`config.mk`:
```
export PLATFORM = sky130hd
export DESIGN_NAME = tmr_chan_unit
export DESIGN_NICKNAME = d
export VERILOG_FILES = /design/src/rtl/tmr_chan_pkg.sv /design/src/rtl/tmr_pin_sync.sv /design/src/rtl/tmr_flag_ctrl.sv /design/src/rtl/tmr_out_ctrl.sv /design/src/rtl/tmr_chan_unit.sv
export SDC_FILE = /design/constraint.sdc
export NUM_CORES = 1
export LEC_CHECK = 0
export ABC_CLOCK_PERIOD_IN_PS = 1960
export BUFFER_PORTS_ARGS = -buffer_cell sky130_fd_sc_hd__clkbuf_2
export CAP_MARGIN = 20
export CELL_PAD_IN_SITES_DETAIL_PLACEMENT = 2
export CELL_PAD_IN_SITES_GLOBAL_PLACEMENT = 2
export CORE_UTILIZATION = 26
export CTS_CLUSTER_DIAMETER = 100
export DETAILED_ROUTE_END_ITERATION = 7
export GPL_ROUTABILITY_DRIVEN = 0
export PLACE_DENSITY_LB_ADDON = 0.12
export SLEW_MARGIN = 20
export SYNTH_ARGS = -nofsm -noshare
export SYNTH_HDL_FRONTEND = slang
export SYNTH_HIERARCHICAL = 1
export SYNTH_SLANG_ARGS = --single-unit
```
`constraint.sdc`:
```
create_clock -name clk -period 1.96 [get_ports clk]
set_input_delay 0.49 -clock clk [delete_from_list [all_inputs] [get_ports clk]]
set_output_delay 0.49 -clock clk [all_outputs]
set_load 0.005 [all_outputs]
```
`src/rtl/tmr_chan_pkg.sv`:
```
package tmr_chan_pkg;

  localparam logic [1:0] MD_CAPTURE = 2'b00;
  localparam logic [1:0] MD_COMPARE = 2'b01;

  // active edge decode for capture: bit 0 enables rising, bit 1 enables falling
  function automatic logic edge_hit(input logic [1:0] sel, input logic rise, input logic fall);
    return (sel[0] & rise) | (sel[1] & fall);
  endfunction

  function automatic logic drive_en(input logic [1:0] mode, input logic [1:0] sel);
    return (mode != MD_CAPTURE) && (sel != 2'b00);
  endfunction

  // next output level for compare and pulse-width behaviour
  function automatic logic next_out(input logic [1:0] mode, input logic [1:0] sel,
                                    input logic tov, input logic maxd,
                                    input logic match, input logic ovf, input logic cur);
    logic nxt;
    nxt = cur;
    if (mode[1]) begin
      if (sel != 2'b00) begin
        if (ovf)                nxt = (sel == 2'b01) ? ~cur : ~sel[0];
        else if (match && !maxd) nxt = (sel == 2'b01) ? ~cur : sel[0];
      end
    end else if (mode == MD_COMPARE) begin
      if (match) begin
        case (sel)
          2'b01:   nxt = ~cur;
          2'b10:   nxt = 1'b0;
          2'b11:   nxt = 1'b1;
          default: nxt = cur;
        endcase
      end else if (ovf && tov) begin
        nxt = ~cur;
      end
    end
    return nxt;
  endfunction

endpackage

```
`src/rtl/tmr_pin_sync.sv`:
```
module tmr_pin_sync #(
  parameter int STAGES = 2
) (
  input  logic clk,
  input  logic rst_n,
  input  logic pin,
  output logic rise,
  output logic fall
);
  logic [STAGES-1:0] sh_q;
  logic              prev_q;

  genvar gi;
  generate
    for (gi = 0; gi < STAGES; gi++) begin : g_stage
      if (gi == 0) begin : g_first
        always_ff @(posedge clk) begin
          if (!rst_n) sh_q[0] <= 1'b0;
          else        sh_q[0] <= pin;
        end
      end else begin : g_next
        always_ff @(posedge clk) begin
          if (!rst_n) sh_q[gi] <= 1'b0;
          else        sh_q[gi] <= sh_q[gi-1];
        end
      end
    end
  endgenerate

  always_ff @(posedge clk) begin
    if (!rst_n) prev_q <= 1'b0;
    else        prev_q <= sh_q[STAGES-1];
  end

  assign rise = sh_q[STAGES-1] & ~prev_q;
  assign fall = ~sh_q[STAGES-1] & prev_q;
endmodule

```
`src/rtl/tmr_flag_ctrl.sv`:
```
module tmr_flag_ctrl (
  input  logic clk,
  input  logic rst_n,
  input  logic evt,
  input  logic rd,
  input  logic wr,
  input  logic wr_flag_bit,
  output logic flag,
  output logic armed
);
  always_ff @(posedge clk) begin
    if (!rst_n) begin
      flag  <= 1'b0;
      armed <= 1'b0;
    end else begin
      if (evt)                             flag <= 1'b1;
      else if (wr && !wr_flag_bit && armed) flag <= 1'b0;

      if (evt)             armed <= 1'b0;
      else if (rd && flag) armed <= 1'b1;
      else if (wr)         armed <= 1'b0;
    end
  end
endmodule

```
`src/rtl/tmr_out_ctrl.sv`:
```
module tmr_out_ctrl
  import tmr_chan_pkg::*;
(
  input  logic       clk,
  input  logic       rst_n,
  input  logic [1:0] mode,
  input  logic [1:0] sel,
  input  logic       tov,
  input  logic       maxd,
  input  logic       match,
  input  logic       ovf,
  output logic       out_q
);
  always_ff @(posedge clk) begin
    if (!rst_n) out_q <= 1'b0;
    else        out_q <= next_out(mode, sel, tov, maxd, match, ovf, out_q);
  end
endmodule

```
`src/rtl/tmr_chan_unit.sv`:
```
module tmr_chan_unit
  import tmr_chan_pkg::*;
#(
  parameter int W           = 16,
  parameter int SYNC_STAGES = 2
) (
  input  logic         clk,
  input  logic         rst_n,
  input  logic [W-1:0] cnt_val,
  input  logic         cnt_ovf,
  input  logic         pin_in,
  input  logic         reg_rd,
  input  logic         reg_wr,
  input  logic [7:0]   reg_wdata,
  output logic [7:0]   reg_rdata,
  input  logic         val_wr,
  input  logic [W-1:0] val_wdata,
  output logic [W-1:0] val_q,
  output logic         pin_out,
  output logic         irq
);
  localparam int CTRL_BITS = 7;

  logic [CTRL_BITS-1:0] ctrl_q;
  logic [1:0] mode, sel;
  logic ie, tov, maxd;
  logic rise, fall, match, cap_evt, cmp_evt, evt, flag, armed, out_q;

  assign ie   = ctrl_q[6];
  assign mode = ctrl_q[5:4];
  assign sel  = ctrl_q[3:2];
  assign tov  = ctrl_q[1];
  assign maxd = ctrl_q[0];

  always_ff @(posedge clk) begin
    if (!rst_n)      ctrl_q <= '0;
    else if (reg_wr) ctrl_q <= reg_wdata[CTRL_BITS-1:0];
  end

  tmr_pin_sync #(.STAGES(SYNC_STAGES)) u_sync (
    .clk(clk), .rst_n(rst_n), .pin(pin_in), .rise(rise), .fall(fall)
  );

  assign match   = (cnt_val == val_q);
  assign cap_evt = (mode == MD_CAPTURE) && edge_hit(sel, rise, fall);
  assign cmp_evt = (mode != MD_CAPTURE) && match;
  assign evt     = cap_evt | cmp_evt;

  always_ff @(posedge clk) begin
    if (!rst_n)       val_q <= '0;
    else if (cap_evt) val_q <= cnt_val;
    else if (val_wr)  val_q <= val_wdata;
  end

  tmr_flag_ctrl u_flag (
    .clk(clk), .rst_n(rst_n), .evt(evt), .rd(reg_rd), .wr(reg_wr),
    .wr_flag_bit(reg_wdata[7]), .flag(flag), .armed(armed)
  );

  tmr_out_ctrl u_out (
    .clk(clk), .rst_n(rst_n), .mode(mode), .sel(sel), .tov(tov), .maxd(maxd),
    .match(match), .ovf(cnt_ovf), .out_q(out_q)
  );

  assign pin_out   = drive_en(mode, sel) & out_q;
  assign reg_rdata = {flag, ctrl_q};
  assign irq       = flag & ie;
endmodule

```
Word-level counts from Yosys, hierarchy flattened:

Index checks and enable logic that the tools add are counted.

* bits in registers: 29
* output and inout port bits: 26
* word-level logic and storage cells: 65

* equality and inequality tests: 8
* mux-type cells: 16
* bitwise logic cells: 13
* reduce and logical (&&, ||, !) cells: 20

Operators with widths (number)
* 2-to-1 mux 16 bit: 2
* equality test 16 bit: 1
* 2-to-1 mux 1 bit: 13
* nonzero test 2 bit: 6
* logical AND 1 bit: 8
* bitwise AND 1 bit: 6
* != test 5 x 2 -> 1 bit, second input constant: 1
* inverter 1 bit: 5
* AND reduction 5 bit: 1
* equality test 2 x 1 -> 1 bit, second input constant: 2
* equality test 2 bit, second input constant: 2
* != test 3 x 2 -> 1 bit, second input constant: 1
* one-hot mux 1 bit (3 select lines): 1
* nonzero test 3 bit: 1
* zero test 1 bit: 2
* zero test 2 bit: 1
* != test 2 x 1 -> 1 bit, second input constant: 1
* OR 1 bit: 2
* OR reduction 2 bit: 1

Longest topological paths before layout:

* depth in word-level cells: 7
* gate-level depth with buffers: 7

Modules after synthesis:

The synthesis kept the hierarchy.

By module, submodules not included
* tmr_chan_unit: instances 1, cells an instance 122, area an instance 1224.9 um2
* tmr_out_ctrl: instances 1, cells an instance 17, area an instance 118.9 um2
* tmr_pin_sync: instances 1, cells an instance 8, area an instance 91.3 um2
* tmr_flag_ctrl: instances 1, cells an instance 9, area an instance 80.1 um2

Worst setup path before layout:

OpenSTA, ideal clock, no wires.

* path kind: input to register
* start: input port cnt_val[3]
* end: register u_out.out_q
* setup time: 0.072 ns
* arrival: 1.722 ns
* data required time: 1.888 ns
* path slack: 0.166 ns
* cell stages on the path: 7
* path buffers: 0
* path through: xnor2_1 nand4_1 nor4_2 a21o_1 o21ai_1 a221o_1 mux2i_1

* longest elaborated chain between the ends: 4
* elaborated cells between the ends (all ways): 9

Ends and longest elaborated chain
* start, declared: line tmr_chan_unit.sv:9 `input logic [W-1:0] cnt_val,`
* equality test 16 bit (*): line tmr_chan_unit.sv:44 `assign match = (cnt_val == val_q);`
* named net match: line tmr_chan_unit.sv:27 `logic rise, fall, match, cap_evt, cmp_evt, evt, flag, armed, out_q;`
* logical AND 1 bit or 2-to-1 mux 1 bit (tied branches): line tmr_chan_pkg.sv:24, tmr_chan_pkg.sv:27
* != test 3 x 2 -> 1 bit (no source line) or 2-to-1 mux 1 bit (tied branches)
* AND reduction 5 bit (no source line) or 2-to-1 mux 1 bit (tied branches)
* end signal, assigned: line tmr_out_ctrl.sv:16 `else out_q <= next_out(mode, sel, tov, maxd, match, ovf, out_q);`
* end, declared: line tmr_out_ctrl.sv:12 `output logic out_q`

Mark *: on every way through the listed nets, which the timed path passes. The rest lies on a longest branch. The select of a mux whose other input is x is not followed.
A chain may end at the register's enable or synchronous reset.

Final worst setup path:

* start: register val_q[12]
* end: register u_out.out_q

* longest elaborated chain between the ends: 4
* elaborated cells between the ends (all ways): 9

Ends and longest elaborated chain
* start, declared: line tmr_chan_unit.sv:18 `output logic [W-1:0] val_q,`
* start signal, assigned: line tmr_chan_unit.sv:51 `else if (cap_evt) val_q <= cnt_val;`
* start signal, assigned: line tmr_chan_unit.sv:52 `else if (val_wr) val_q <= val_wdata;`
* equality test 16 bit (*): line tmr_chan_unit.sv:44
* named net match: line tmr_chan_unit.sv:27
* logical AND 1 bit or 2-to-1 mux 1 bit (tied branches): line tmr_chan_pkg.sv:24, tmr_chan_pkg.sv:27
* != test 3 x 2 -> 1 bit (no source line) or 2-to-1 mux 1 bit (tied branches)
* AND reduction 5 bit (no source line) or 2-to-1 mux 1 bit (tied branches)

Marks and branches as above.

==> summary.txt <==
Status: finished clean
Die Y: 78.3 um
Yosys warns: 6
Worst Setup Path Type: reg -> reg
Most frequent cells after synthesis: dfxtp_1 (29), mux2i_1 (24), nand2_1 (21)
Arr. time, crit path: 2.04 ns
DRC: 0
Max Slew Vio Count: 0
Filler instances: 628
Area after DPL: 0.00195 mm^2
Library cells used by synthesis: 27
Syn Inst Count: 156
H-tree levels: 2
Worst-path fanout max: 6
R2r endpoint: u_out/out_q
Worst flop-to-flop path startpoint: val_q[12]
Slew Limit Headroom: 0.620
Layout area overhead: 38.3%
CP Cell Sequence: xnor2_1, nand4_1, nor4_2, buf_4, a21o_1, o21ai_1, a221o_1, mux2i_1
Post-synth EDFFs: 0
Crit path capture type: flip-flop
Most frequent cell after synthesis: dfxtp_1
Clk root buf: clkbuf_8
Post-route cell area: 0.00210 mm^2
Nets@finish: 277
Clock tree buffer depth: 2
Vias in the first global route: 1590
Antenna-violating nets left: 0
Layout cells sized above 1: 0.429
Via count: 1441
Area leader, netlist: dfxtp_1
Setup violators final: 0
Die area: 0.00614 mm^2
RSZ-0062 raised after global routing: no
Worst Reg-to-Reg Cells: 8
Clk slew on worst S/H paths: 0.07 ns
Initial DRC Count: 2
Worst slew pin tran: 0.571 ns
Top post-synthesis cells by area: dfxtp_1 (38%), mux2i_1 (16%), o211a_1 (11%)
DRT Pass-1 Iters: 4
P_leak: 1.13 nW
Worst Hold End: u_sync/sh_q[0]
Hold WC Path Type: in -> reg
Initial core utilization: 0.272
Max cap viols: 0
Multi-input logic area: 918 um^2
Mapped Avg Cell Area: 9.71 um^2
Final setup margin: 0.133 ns
Hold_sp: pin_in
Post-CTS Setup Repair Bufs: 0
Crit start category: flip-flop
Mapped Area: 0.00152 mm^2
Max stage delay on crit path: 0.38 ns
Port Buffers: 72
Pwr dens: 705 mW/mm^2
Fmax: 547 MHz
Sequential share of the synthesized area: 0.383
First-pass GRT wire length: 7770 um
Routed vias/inst: 4.76
Post-synthesis register bit count: 29
Slowest cell on the critical path: dfxtp_1
Gr ovfl total: 0
PostCTS Resize Cnt: 0
Hold buffers post-CTS: 0
Yosys top cell area share: 0.383
Pre-CTS setup slack: -0.171 ns
Total nets after synthesis: 203
Initial antenna violation count: 0
Tot GR Track Use: 0.165
Drt wl/cell: 15.4 um
Cell count of the worst hold path: 2
Final period utilization: 0.932
Critical Path RT: 2.17 ns
Final Hold Viols: 0
Maximum VDD drop: 0.315 mV
FF+latch area: 592 um^2
# diodes: 0
Clock Latency Late Sink: 0.28 ns
Die width: 78.3 um
Core Area: 0.00557 mm^2
R2R Setup Slk: 0.13 ns
Post-synth top flop: dfxtp_1
Post-detail-place hpwl: 3630 um
Final min period: 1.83 ns
# rows: 27
Pin count of the biggest net entering global routing: 33
Cts bufs inserted: 5
Clock Skews: 0.00506 ns
Io pins: 73
Clk sinks: 29
Routed WL: 4660 um
Asr flop ratio synth: 0
CTS tree: built
[layout by cell type (no fill, tap or decap)]
cell,n
clkbuf_2,72
mux2i_1,24
nand2_1,21
dfxtp_1,20
o211a_1,16
xnor2_1,11
nor2b_1,9
dfxtp_2,9
clkbuf_8,7
xnor2_2,5
and2_1,5
nand4_1,4
buf_4,4
nor2_1,3
o21ai_0,3
a21oi_1,3
nand2b_1,2
nor4_2,1
a22o_1,1
mux2_1,1
clkinv_2,1
nor4bb_1,1
nand3_1,1
inv_1,1
a21o_1,1
o21ai_1,1
o31ai_1,1
a221o_1,1
o22ai_1,1
nand4bb_1,1
[power breakdown]
group / internal (mW) / switching [mW] / total [mW]
clock network: 0.317 / 0.233 / 0.550
logic: 0.145 / 0.115 / 0.260
registers: 0.628 / 0.0393 / 0.667
total: 1.09 / 0.387 / 1.48
[final cells by class]
type | count | share of cell area
clock buffers | 7 | 0.0460
clock inverters | 1 | 0.00239
inverters | 1 | 0.00179
multi-input cells | 117 | 0.438
flip-flops and latches | 29 | 0.282
well taps | 72 | 0.0430
repair buffers | 76 | 0.186
[worst max path at each step]
stage	cells after the start	from	to	slack [ns]
6_report	8	val_q[12]	u_out/out_q	0.13
5_1_grt	8	val_q[6]	u_out/out_q	0.002
4_1_cts	8	val_q[6]	u_out/out_q	0.04
3_5_place_dp	9	cnt_val[6]	u_out/out_q	-0.17
3_3_place_gp	9	cnt_val[6]	u_out/out_q	-0.1
2_1_floorplan	7	cnt_val[3]	u_out/out_q	0.17
[through the flow]
stage | total power, mW | hold slack [ns] | setup TNS [ns] | util | std cells
after CTS | 1.50 | 0.432 | 0 | 0.367 | 303
after floorplan | 0.806 | 0.412 | 0 | - | 156
after global placement | 0.917 | 0.448 | -0.0977 | 0.349 | 295
after detailed placement | 0.932 | 0.436 | -0.171 | 0.349 | 295
final | 1.48 | 0.439 | 0 | 0.376 | 303
after global routing | 1.56 | 0.441 | 0 | 0.376 | 303
[flip-flops by register name, summed over array words and instances, names as in the netlist]
register,flops
ctrl_q,7
u_sync/prev_q,1
u_flag/armed,1
u_sync/sh_q,2
val_q,16
u_out/out_q,1
u_flag/flag,1
[kinds of logic after synthesis]
group,Yosys count,share of synthesized area
muxes,25,0.166
xor gates and xnor gates,16,0.0925
AOI/OAI and AO/OA,28,0.155
DFF,29,0.383
buffers and inverters,10,0.0355
and+or+nand+nor,48,0.168
[worst max-delay path: cells and delay by family (launching register included)]
family                    cells  cell delay, ns
AOI/OAI and AO/OA             3            0.49
and+or+nand+nor               2            0.43
DFF                           1            0.38
buffers and inverters         1            0.19
muxes                         1            0.14
xor gates and xnor gates      1            0.13
[per-layer routing]
layer,global-route usage,vias up,part of all wire
met5,0,-,0
met4,0.0556,0,0.011
met3,0.0384,7,0.045
met2,0.316,40,0.55
met1,0.176,696,0.40
li1,-,698,-
No activity file was read; power rests on OpenSTA's default activity.
